===== src/rtl/evlog_pkg.sv =====
package evlog_pkg;
   localparam logic [1:0] ADDR_CTRL = 2'd0;
   localparam logic [1:0] ADDR_STAT = 2'd1;
   localparam logic [1:0] ADDR_HEAD = 2'd2;
   localparam logic [1:0] ADDR_TAIL = 2'd3;

   localparam int CTRL_LOG_EN = 0;
   localparam int CTRL_IRQ_EN = 1;
   localparam int ST_OVF      = 0;
   localparam int ST_LOGGED   = 1;

   typedef enum logic [1:0] {
      FATE_IDLE  = 2'd0,
      FATE_STORE = 2'd1,
      FATE_OVF   = 2'd2,
      FATE_QUIET = 2'd3
   } ev_fate_e;
endpackage


===== src/rtl/evlog_mem.sv =====
module evlog_mem #(
   parameter int REC_W  = 32,
   parameter int DEPTH  = 16,
   parameter bit RD_REG = 1'b0,
   localparam int IDX_W = $clog2(DEPTH)
) (
   input  logic             clk,
   input  logic             we,
   input  logic [IDX_W-1:0] waddr,
   input  logic [REC_W-1:0] wdata,
   input  logic [IDX_W-1:0] raddr,
   output logic [REC_W-1:0] rdata
);
   logic [REC_W-1:0] slots [DEPTH];

   always_ff @(posedge clk) begin
      if (we) slots[waddr] <= wdata;
   end

   generate
      if (RD_REG) begin : g_rd_reg
         logic [REC_W-1:0] rd_q;
         always_ff @(posedge clk) rd_q <= slots[raddr];
         assign rdata = rd_q;
      end else begin : g_rd_comb
         assign rdata = slots[raddr];
      end
   endgenerate
endmodule


===== src/rtl/evlog_ptr.sv =====
module evlog_ptr #(
   parameter int IDX_W = 4
) (
   input  logic             clk,
   input  logic             rst_n,
   input  logic             advance,
   input  logic             head_we,
   input  logic [IDX_W-1:0] head_wdata,
   output logic [IDX_W-1:0] head,
   output logic [IDX_W-1:0] tail,
   output logic             full
);
   localparam logic [IDX_W-1:0] STEP = IDX_W'(1);

   logic [IDX_W-1:0] head_q, tail_q, tail_nx;

   assign tail_nx = tail_q + STEP;

   always_ff @(posedge clk or negedge rst_n) begin
      if (!rst_n) begin
         head_q <= '0;
         tail_q <= '0;
      end else begin
         if (advance) tail_q <= tail_nx;
         if (head_we) head_q <= head_wdata;
      end
   end

   assign head = head_q;
   assign tail = tail_q;
   assign full = (tail_nx == head_q);

   // each store moves the tail by exactly one, with wrap
   a_r2_tail_step: assert property (@(posedge clk) disable iff (!rst_n)
      advance |=> tail_q == $past(tail_q) + STEP);
   // the controller never stores into a full ring
   a_r3_full_blocks: assert property (@(posedge clk) disable iff (!rst_n)
      full |-> !advance);
endmodule


===== src/rtl/evlog_ctrl.sv =====
module evlog_ctrl
   import evlog_pkg::*;
(
   input  logic       clk,
   input  logic       rst_n,
   input  logic       reg_we,
   input  logic [1:0] reg_addr,
   input  logic [1:0] reg_wbits,
   input  logic       ev_valid,
   input  logic       full,
   output logic       store,
   output logic       log_en,
   output logic       irq_en,
   output logic       ovf,
   output logic       logged,
   output logic       irq
);
   logic     log_en_q, irq_en_q, ovf_q, logged_q, frozen_q;
   logic     ctrl_wr, stat_wr, rearm, active;
   ev_fate_e fate;

   assign ctrl_wr = reg_we && (reg_addr == ADDR_CTRL);
   assign stat_wr = reg_we && (reg_addr == ADDR_STAT);
   assign rearm   = ctrl_wr && reg_wbits[CTRL_LOG_EN] && !log_en_q && !ovf_q;
   assign active  = log_en_q && !frozen_q && !ovf_q;

   always_comb begin
      if (!ev_valid)    fate = FATE_IDLE;
      else if (!active) fate = FATE_QUIET;
      else if (full)    fate = FATE_OVF;
      else              fate = FATE_STORE;
   end

   assign store = (fate == FATE_STORE);

   always_ff @(posedge clk or negedge rst_n) begin
      if (!rst_n) begin
         log_en_q <= 1'b0;
         irq_en_q <= 1'b0;
         ovf_q    <= 1'b0;
         logged_q <= 1'b0;
         frozen_q <= 1'b0;
      end else begin
         if (ctrl_wr) begin
            log_en_q <= reg_wbits[CTRL_LOG_EN];
            irq_en_q <= reg_wbits[CTRL_IRQ_EN];
         end
         if (fate == FATE_OVF)                     ovf_q <= 1'b1;
         else if (stat_wr && reg_wbits[ST_OVF])    ovf_q <= 1'b0;
         if (fate == FATE_STORE)                   logged_q <= 1'b1;
         else if (stat_wr && reg_wbits[ST_LOGGED]) logged_q <= 1'b0;
         if (fate == FATE_OVF)                     frozen_q <= 1'b1;
         else if (rearm)                           frozen_q <= 1'b0;
      end
   end

   assign log_en = log_en_q;
   assign irq_en = irq_en_q;
   assign ovf    = ovf_q;
   assign logged = logged_q;
   assign irq    = irq_en_q && (ovf_q || logged_q);

   // overflow flag stays set unless software writes 1 to it
   a_r4_ovf_sticky: assert property (@(posedge clk) disable iff (!rst_n)
      (ovf_q && !(stat_wr && reg_wbits[ST_OVF])) |=> ovf_q);
   // leaving the frozen state needs log enable now 1 and overflow clear
   a_r7_unfreeze_cond: assert property (@(posedge clk) disable iff (!rst_n)
      $fell(frozen_q) |-> (log_en_q && !ovf_q && !$past(log_en_q)));
endmodule


===== src/rtl/evlog_ring.sv =====
module evlog_ring
   import evlog_pkg::*;
#(
   parameter int REC_W  = 32,
   parameter int DEPTH  = 16,
   parameter int DW     = 32,
   parameter bit RD_REG = 1'b0,
   localparam int IDX_W = $clog2(DEPTH)
) (
   input  logic             clk,
   input  logic             rst_n,
   input  logic             ev_valid,
   output logic             ev_ready,
   input  logic [REC_W-1:0] ev_rec,
   input  logic             reg_we,
   input  logic [1:0]       reg_addr,
   input  logic [DW-1:0]    reg_wdata,
   output logic [DW-1:0]    reg_rdata,
   input  logic [IDX_W-1:0] buf_raddr,
   output logic [REC_W-1:0] buf_rdata,
   output logic             irq
);
   generate
      if (DEPTH < 4 || (DEPTH & (DEPTH - 1)) != 0) begin : g_bad_depth
         $error("evlog_ring: DEPTH must be a power of two of at least 4");
      end
      if (DW < IDX_W || DW < 2) begin : g_bad_dw
         $error("evlog_ring: DW too narrow for the pointer registers");
      end
   endgenerate

   logic             store, full, log_en, irq_en, ovf, logged, head_we;
   logic [IDX_W-1:0] head, tail;
   logic             unused_wbits;

   assign unused_wbits = ^reg_wdata;
   assign head_we      = reg_we && (reg_addr == ADDR_HEAD);
   assign ev_ready     = rst_n;

   evlog_ctrl u_ctrl (
      .clk      (clk),
      .rst_n    (rst_n),
      .reg_we   (reg_we),
      .reg_addr (reg_addr),
      .reg_wbits(reg_wdata[1:0]),
      .ev_valid (ev_valid),
      .full     (full),
      .store    (store),
      .log_en   (log_en),
      .irq_en   (irq_en),
      .ovf      (ovf),
      .logged   (logged),
      .irq      (irq)
   );

   evlog_ptr #(.IDX_W(IDX_W)) u_ptr (
      .clk       (clk),
      .rst_n     (rst_n),
      .advance   (store),
      .head_we   (head_we),
      .head_wdata(reg_wdata[IDX_W-1:0]),
      .head      (head),
      .tail      (tail),
      .full      (full)
   );

   evlog_mem #(.REC_W(REC_W), .DEPTH(DEPTH), .RD_REG(RD_REG)) u_mem (
      .clk  (clk),
      .we   (store),
      .waddr(tail),
      .wdata(ev_rec),
      .raddr(buf_raddr),
      .rdata(buf_rdata)
   );

   always_comb begin
      reg_rdata = '0;
      case (reg_addr)
         ADDR_CTRL: begin
            reg_rdata[CTRL_LOG_EN] = log_en;
            reg_rdata[CTRL_IRQ_EN] = irq_en;
         end
         ADDR_STAT: begin
            reg_rdata[ST_OVF]    = ovf;
            reg_rdata[ST_LOGGED] = logged;
         end
         ADDR_HEAD: reg_rdata = DW'(head);
         default:   reg_rdata = DW'(tail);
      endcase
   end

   // the tail holds for as long as the overflow flag is up
   a_r6_frozen_tail: assert property (@(posedge clk) disable iff (!rst_n)
      ovf |=> $stable(tail));
   // with logging off and no overflow pending, no overflow can appear
   a_r8_quiet_drop: assert property (@(posedge clk) disable iff (!rst_n)
      (!log_en && !ovf) |=> !ovf);
   // interrupt pin matches the enable and the status bits
   a_r5_irq_pin: assert property (@(posedge clk) disable iff (!rst_n)
      irq |-> (irq_en && (ovf || logged)));
endmodule


===== config.mk =====
export PLATFORM = sky130hd
export DESIGN_NAME = evlog_ring
export DESIGN_NICKNAME = d
export VERILOG_FILES = /design/src/rtl/evlog_pkg.sv /design/src/rtl/evlog_mem.sv /design/src/rtl/evlog_ptr.sv /design/src/rtl/evlog_ctrl.sv /design/src/rtl/evlog_ring.sv
export SDC_FILE = /design/constraint.sdc
export NUM_CORES = 1
export LEC_CHECK = 0
export ABC_CLOCK_PERIOD_IN_PS = 6000
export BUFFER_PORTS_ARGS = -buffer_cell sky130_fd_sc_hd__buf_2
export CORE_UTILIZATION = 40
export DETAILED_ROUTE_END_ITERATION = 10
export GPL_ROUTABILITY_DRIVEN = 0
export HOLD_SLACK_MARGIN = 0.1
export MAX_ROUTING_LAYER = met4
export PLACE_DENSITY_LB_ADDON = 0.05
export SKIP_CTS_REPAIR_TIMING = 1
export SLEW_MARGIN = 5
export SYNTH_ARGS = -nofsm -noshare
export SYNTH_HDL_FRONTEND = slang
export SYNTH_SLANG_ARGS = --single-unit

===== constraint.sdc =====
create_clock -name clk -period 6 [get_ports clk]
set_input_delay 0.3 -clock clk [delete_from_list [all_inputs] [get_ports clk]]
set_output_delay 0.3 -clock clk [all_outputs]
set_load 0.01 [all_outputs]

==> flow_summary.toml, run 1 <==
[sta]
hold_viol = 0
clock.fmax_ghz = 0.262
fin_worst_skew_ns = 0.0201
fin_crit_sh_pct = 63.6
worst_slew_pin_slew_ns = 0.962
rsz0062_at_grt = "false"
period_needed_ns = 3.81
setup-tns-final_ns = 0
slew_headroom_pct = 35.5
finalSetupViolations = 0
slew_violations = 0

[drt]
drt_pass1_iterations = 5
drc = 0
wirelength_mm = 45.2
vias = 9379
via_per_inst = 5.23
drt-wirelength-per-cell_um = 25.2
ant_nets = 0
drtIter0Drc = 457

[logic_synthesis]
synth_top_family_by_area = "multiplexers"
syn_avg_cell_area_um2 = 22.1
ys_seq_area_share_pct = 77.4
synth-compound-area-share_pct = 2.73
synthSimpleGateAreaFrac_pct = 2.24
synth_async_sr_flop_share_pct = 2.48
synth_fa_ha_area_share_pct = 0.247
synth-seq-cells = 525
synth_edf_count = 512
synth.distinct_cells = 37
yosys_warnings = 0
synthMuxAreaShare_pct = 14.8
synth_xor_area_share_pct = 0.327
synth_area_um2 = 20300
syn-instance-count = 918
yosys_most_used_dff = "edfxtp_1"

[pwr]
combPwrFrac_pct = 9.0
ir_worst_vdd_mv = 0.223
p_sw_share_pct = 23.4
internal_power_w = 0.00643
p_sw_w = 0.00196
seq_power_share_pct = 51.3
power.leakage_nw = 7.69
power_frac_clock_pct = 39.7
powerDensity_nw_per_um2 = 354

[clock_network]
clk_pin_slew_ns = 0.06
clockBufferDepth = 3
tritoncts = "yes"
root_buffer = "clkbuf_16"
numCtsBuffers = 56
clk_latency_ns = 0.60
htreeDepth = 2
clock_sinks = 525

[cells_and_area]
fillers = 4253
syn2layout_area_growth_pct = 17.0
fin_area_um2 = 23700
seq_area_um2 = 15700
drive_above_1_share_pct = 30.9
multi_input_area_um2 = 4380
nets = 1150

[worst_setup_path]
critPathLaunchType = "register"
startpoint = "u_ptr.tail[2]$_DFFE_PN0N_"
critPathKind = "reg2reg"
cp.arrival_ns = 4.06
path_max_fanout = 21
rr_startpoint = "u_ptr.tail[2]$_DFFE_PN0N_"
required_ns = 6.25
worstSetupEndpointType = "register"

[grt]
grt_antenna_before_repair = 2
grt_overflow = 0
grt_pass1_wl_mm = 65.8
grt_pass1_vias = 9837
grt_max_degree = 65
track_usage_pct = 18.5

[flow_run]
max-cap-violations = 0

[floorplanning]
coreArea_um2 = 50100
die_w_um = 227
dieArea_um2 = 51600
design.portCount = 140
die_h_um = 227
initial_core_util_pct = 40.5
rows = 82

[place]
port_buffers = 83
dp_hpwl_mm = 23.2
dpl_cell_area_um2 = 21600

[outcome]
outcome = "completed"

[min_path]
min_path_type = "in2reg"
worstHoldStart = "reg_we"
-- cell type report --
type | instances | share of cell area, %
clock buffers | 67 | 6.08
repair buffers | 148 | 4.37
multi-input cells | 337 | 18.4
flip-flops and latches | 525 | 66.1
clock inverters | 37 | 1.34
inverters | 4 | 0.0633
well taps | 672 | 3.54
diodes | 3 | 0.0316
-- critical path: stages (launching register included) --
cell     delay (ns)
dfrtp_1        0.96
xnor3_1        0.45
and3_4         0.17
a21o_1         0.39
buf_4          0.33
nor2_4         0.66
buf_4          0.48
-- routing by layer --
| metal | global-route usage [%] | up-vias | part of all wire [%] |
|---|---|---|---|
| li1 | - | 4123 | - |
| met1 | 25.6 | 5031 | 46 |
| met2 | 28.7 | 159 | 49 |
| met3 | 2.90 | 66 | 3.5 |
| met4 | 5.41 | 0 | 2.1 |
| met5 | - | - | 0 |
-- sequential cells by signal (all words and copies together) (netlist names) --
signal / count
u_ctrl.frozen_q: 1
u_ctrl.irq_en: 1
u_ctrl.log_en: 1
u_ctrl.logged: 1
u_ctrl.ovf: 1
u_mem.slots: 512
u_ptr.head: 4
u_ptr.tail: 4
-- power by group through the flow --
stage	registers [W]	logic [W]	clock network, W
2_1_floorplan	0.00432	0.000505	0
3_3_place_gp	0.00438	0.000756	0
3_5_place_dp	0.00438	0.000758	0
4_1_cts	0.00430	0.000761	0.00343
5_1_grt	0.00432	0.000831	0.00357
6_report	0.00430	0.000757	0.00333
-- Yosys cell counts (all sizes together), types with 2 or more instances --
| cell type | count | area, um2 |
|---|---|---|
| mux2i | 2 | 20.0 |
| o21ai | 6 | 30.0 |
| nor2 | 10 | 37.5 |
| nor3 | 6 | 40.0 |
| edfxtp | 512 | 15400 |
| nand3b | 5 | 37.5 |
| nand2 | 44 | 165 |
| inv | 4 | 15.0 |
| a22oi | 64 | 480 |
| nor2b | 4 | 25.0 |
| buf | 48 | 324 |
| nand3 | 8 | 40.0 |
| mux4 | 130 | 2930 |
| mux2 | 5 | 60.1 |
| nor3b | 2 | 15.0 |
| nor4b | 4 | 60.1 |
| xnor2 | 4 | 35.0 |
| clkbuf | 31 | 116 |
| dfrtp | 13 | 325 |
| ha | 4 | 50.1 |
-- path summary, 6_finish.rpt --
kind                                                 endpoint  slack [ns]  depth (start not counted)
min in group asynchronous           u_ctrl.irq_en$_DFFE_PN0N_        0.13                          2
worst min-delay path                u_ctrl.logged$_DFFE_PN0P_         0.1                          4
worst max register to register  u_mem.slots[10][31]$_DFFE_PP_        2.19                          6
worst min register to register    u_ctrl.frozen_q$_DFFE_PN0P_        0.52                          2
max in group asynchronous           u_ptr.tail[2]$_DFFE_PN0N_        5.62                          2
worst max-delay path            u_mem.slots[10][31]$_DFFE_PP_        2.19                          6
-- logic make-up (layout without fill, tap and decap cells) --
kind of cell    count (synthesis)  after routing
flops                         525            525
mux                           137            137
simple gates                   87             87
buf+inv                        83            256
compound gates                 75             75
xor+xnor                        6              6
fa+ha+maj                       4              4
other cells                     1             31
-- cells in the final DEF, fill, tap and decap left out, drive strengths merged, types with 2 or more instances in the layout --
cell type / n
nand3: 8
o21ai: 6
nor4b: 4
clkinv: 27
a22oi: 64
buf: 111
edfxtp: 512
dlygate4sd3: 37
nor2: 10
mux2i: 2
nor2b: 4
nor3: 6
nor3b: 2
bufinv: 5
ha: 4
clkbuf: 67
xnor2: 4
mux2: 5
nand2: 44
inv: 5
diode: 3
conb: 28
dfrtp: 13
clkinvlp: 4
mux4: 130
nand3b: 5
-- metrics by stage --
| stage | worst slack, ns | power [W] | hold WS (ns) | util (%) | cells |
|---|---|---|---|---|---|
| 2_1_floorplan | 1.82 | 0.00483 | 0.00441 | - | 945 |
| 3_3_place_gp | 2.17 | 0.00513 | 0.216 | 43.1 | 1649 |
| 3_5_place_dp | 2.16 | 0.00514 | 0.221 | 43.1 | 1649 |
| 4_1_cts | 2.11 | 0.00849 | -0.441 | 46.7 | 1753 |
| 5_1_grt | 1.94 | 0.00872 | 0.109 | 47.4 | 1792 |
| 6_report | 2.19 | 0.00839 | 0.0958 | 47.4 | 1793 |
Note: power is estimated with default switching activity, not from simulation.
==> run 2: changes to the inputs <==
ABC_CLOCK_PERIOD_IN_PS = 3900   (was 6000)
clock period = 3.9 ns   (was 6 ns; I/O delays follow)
==> flow_summary.toml, run 2 (synthesis results as in run 1) <==
[pwr]
power.leakage_nw = 7.68
p_total_w = 0.0125
combPwrFrac_pct = 10.2
internal_power_w = 0.00961
powerDensity_nw_per_um2 = 528
p_sw_share_pct = 23.2
ir_worst_vdd_mv = 0.320
power_frac_clock_pct = 37.5
p_sw_w = 0.00291
seq_power_share_pct = 52.3

[worst_setup_path]
cp.arrival_ns = 3.50
rr_startpoint = "u_ptr.tail[0]$_DFFE_PN0N_"
reg2reg_slack_ns = 0.67
critPathKind = "reg2reg"
r2r_cells = 7
startpoint = "u_ptr.tail[0]$_DFFE_PN0N_"
crit_end = "u_mem.slots[10][31]$_DFFE_PP_"
r2r-end = "u_mem.slots[10][31]$_DFFE_PP_"
required_ns = 4.17
critPathLaunchType = "register"
worstSetupEndpointType = "register"
path_max_fanout = 18

[sta]
slew_headroom_pct = 35.8
hold_ws_ns = 0.0908
setup_ws_ns = 0.667
finalSetupViolations = 0
fin_worst_skew_ns = 0.0158
rsz0062_at_grt = "false"
fin_crit_sh_pct = 82.9
slew_violations = 0
clock.fmax_ghz = 0.309
worst_slew_pin_slew_ns = 0.961
period_needed_ns = 3.23
hold_viol = 0
setup-tns-final_ns = 0

[drt]
drc = 0
drtIter0Drc = 594
wirelength_mm = 44.4
drt_pass1_iterations = 4
ant_nets = 0
via_per_inst = 5.22
vias = 9393
drt-wirelength-per-cell_um = 24.7

[grt]
track_usage_pct = 18.3
grt_pass1_vias = 9908
grt_antenna_before_repair = 1
grt_overflow = 0
grt_pass1_wl_mm = 65.6
grt_max_degree = 68

[clock_network]
clock_sinks = 525
clk_latency_ns = 0.60
tritoncts = "yes"
clockBufferDepth = 3
htreeDepth = 2
root_buffer = "clkbuf_16"
clk_pin_slew_ns = 0.06
numCtsBuffers = 55

[floorplanning]
initial_core_util_pct = 40.5
dieArea_um2 = 51600
die_w_um = 227
design.portCount = 140
coreArea_um2 = 50100
die_h_um = 227
rows = 82

[cells_and_area]
fin_area_um2 = 23700
largest-register = "u_mem.slots"
largest_reg_flops = 512
nets = 1165
drive_above_1_share_pct = 30.2
syn2layout_area_growth_pct = 16.8
mostFrequentLayoutCell = "edfxtp_1"
final_cell_mix = "edfxtp_1 (512), mux4_2 (130), buf_2 (81)"

[outcome]
outcome = "completed"

[place]
dp_hpwl_mm = 24.4
port_buffers = 83
pre_cts_ws_ns = 0.562
dpl_cell_area_um2 = 21700

[min_path]
min_path_type = "in2reg"

[flow_run]
max-cap-violations = 0
==> run 2: through the flow <==
step / cells / utilization [%]
after global placement: 1661 / 43.4
final: 1799 / 47.3
after detailed placement: 1661 / 43.4
after global routing: 1799 / 47.3
after CTS: 1757 / 46.5
after floorplan: 945 / -
==> run 2: layout make-up <==
cell class,count,area (um2)
Multi-Input combinational cell,337,4380
Tap cell,672,841
Clock inverter,17,100
Fill cell,4239,26400
Clock buffer,79,1470
Inverter,4,15.0
Sequential cell,525,15700
Timing Repair Buffer,164,1200
Antenna cell,1,2.50
==> run 2: how the worst min path moves through the flow <==
stage | startpoint | endpoint | slack (ns) | cells after the start
floorplan | rst_n | u_ctrl.frozen_q$_DFFE_PN0P_ | -0.10 | 0
finish | reg_addr[1] | u_ctrl.ovf$_DFFE_PN0P_ | 0.09 | 4
detailed placement | rst_n | u_ptr.head[3]$_DFFE_PN0P_ | 0.11 | 1
CTS | rst_n | u_ptr.tail[2]$_DFFE_PN0N_ | -0.53 | 1
global route | reg_addr[1] | u_ctrl.log_en$_DFFE_PN0N_ | 0.12 | 3
global placement | rst_n | u_ctrl.irq_en$_DFFE_PN0N_ | 0.12 | 1
==> run 2: power groups by stage <==
stage               logic (W)  clock network (W)  registers (W)
floorplan            0.000777                  0        0.00665
finish                0.00128            0.00470        0.00655
CTS                   0.00128            0.00484        0.00655
global route          0.00140            0.00504        0.00657
detailed placement    0.00128                  0        0.00667
global placement      0.00127                  0        0.00666
==> run 2: per-layer routing <==
layer	track usage, %	routed length, um
met1	25.2	20400
met4	4.52	805
met2	28.4	21700
met5	-	0
met3	3.12	1520
==> run 2: worst max-delay path, cell delays in order, from the launching register on <==
cell and delay [ns]:
dfrtp_1 0.49, inv_1 0.11, ha_1 0.34, xnor2_1 0.16, and3_4 0.20, a21o_1 0.42, nor2_4 0.75, buf_4 0.41
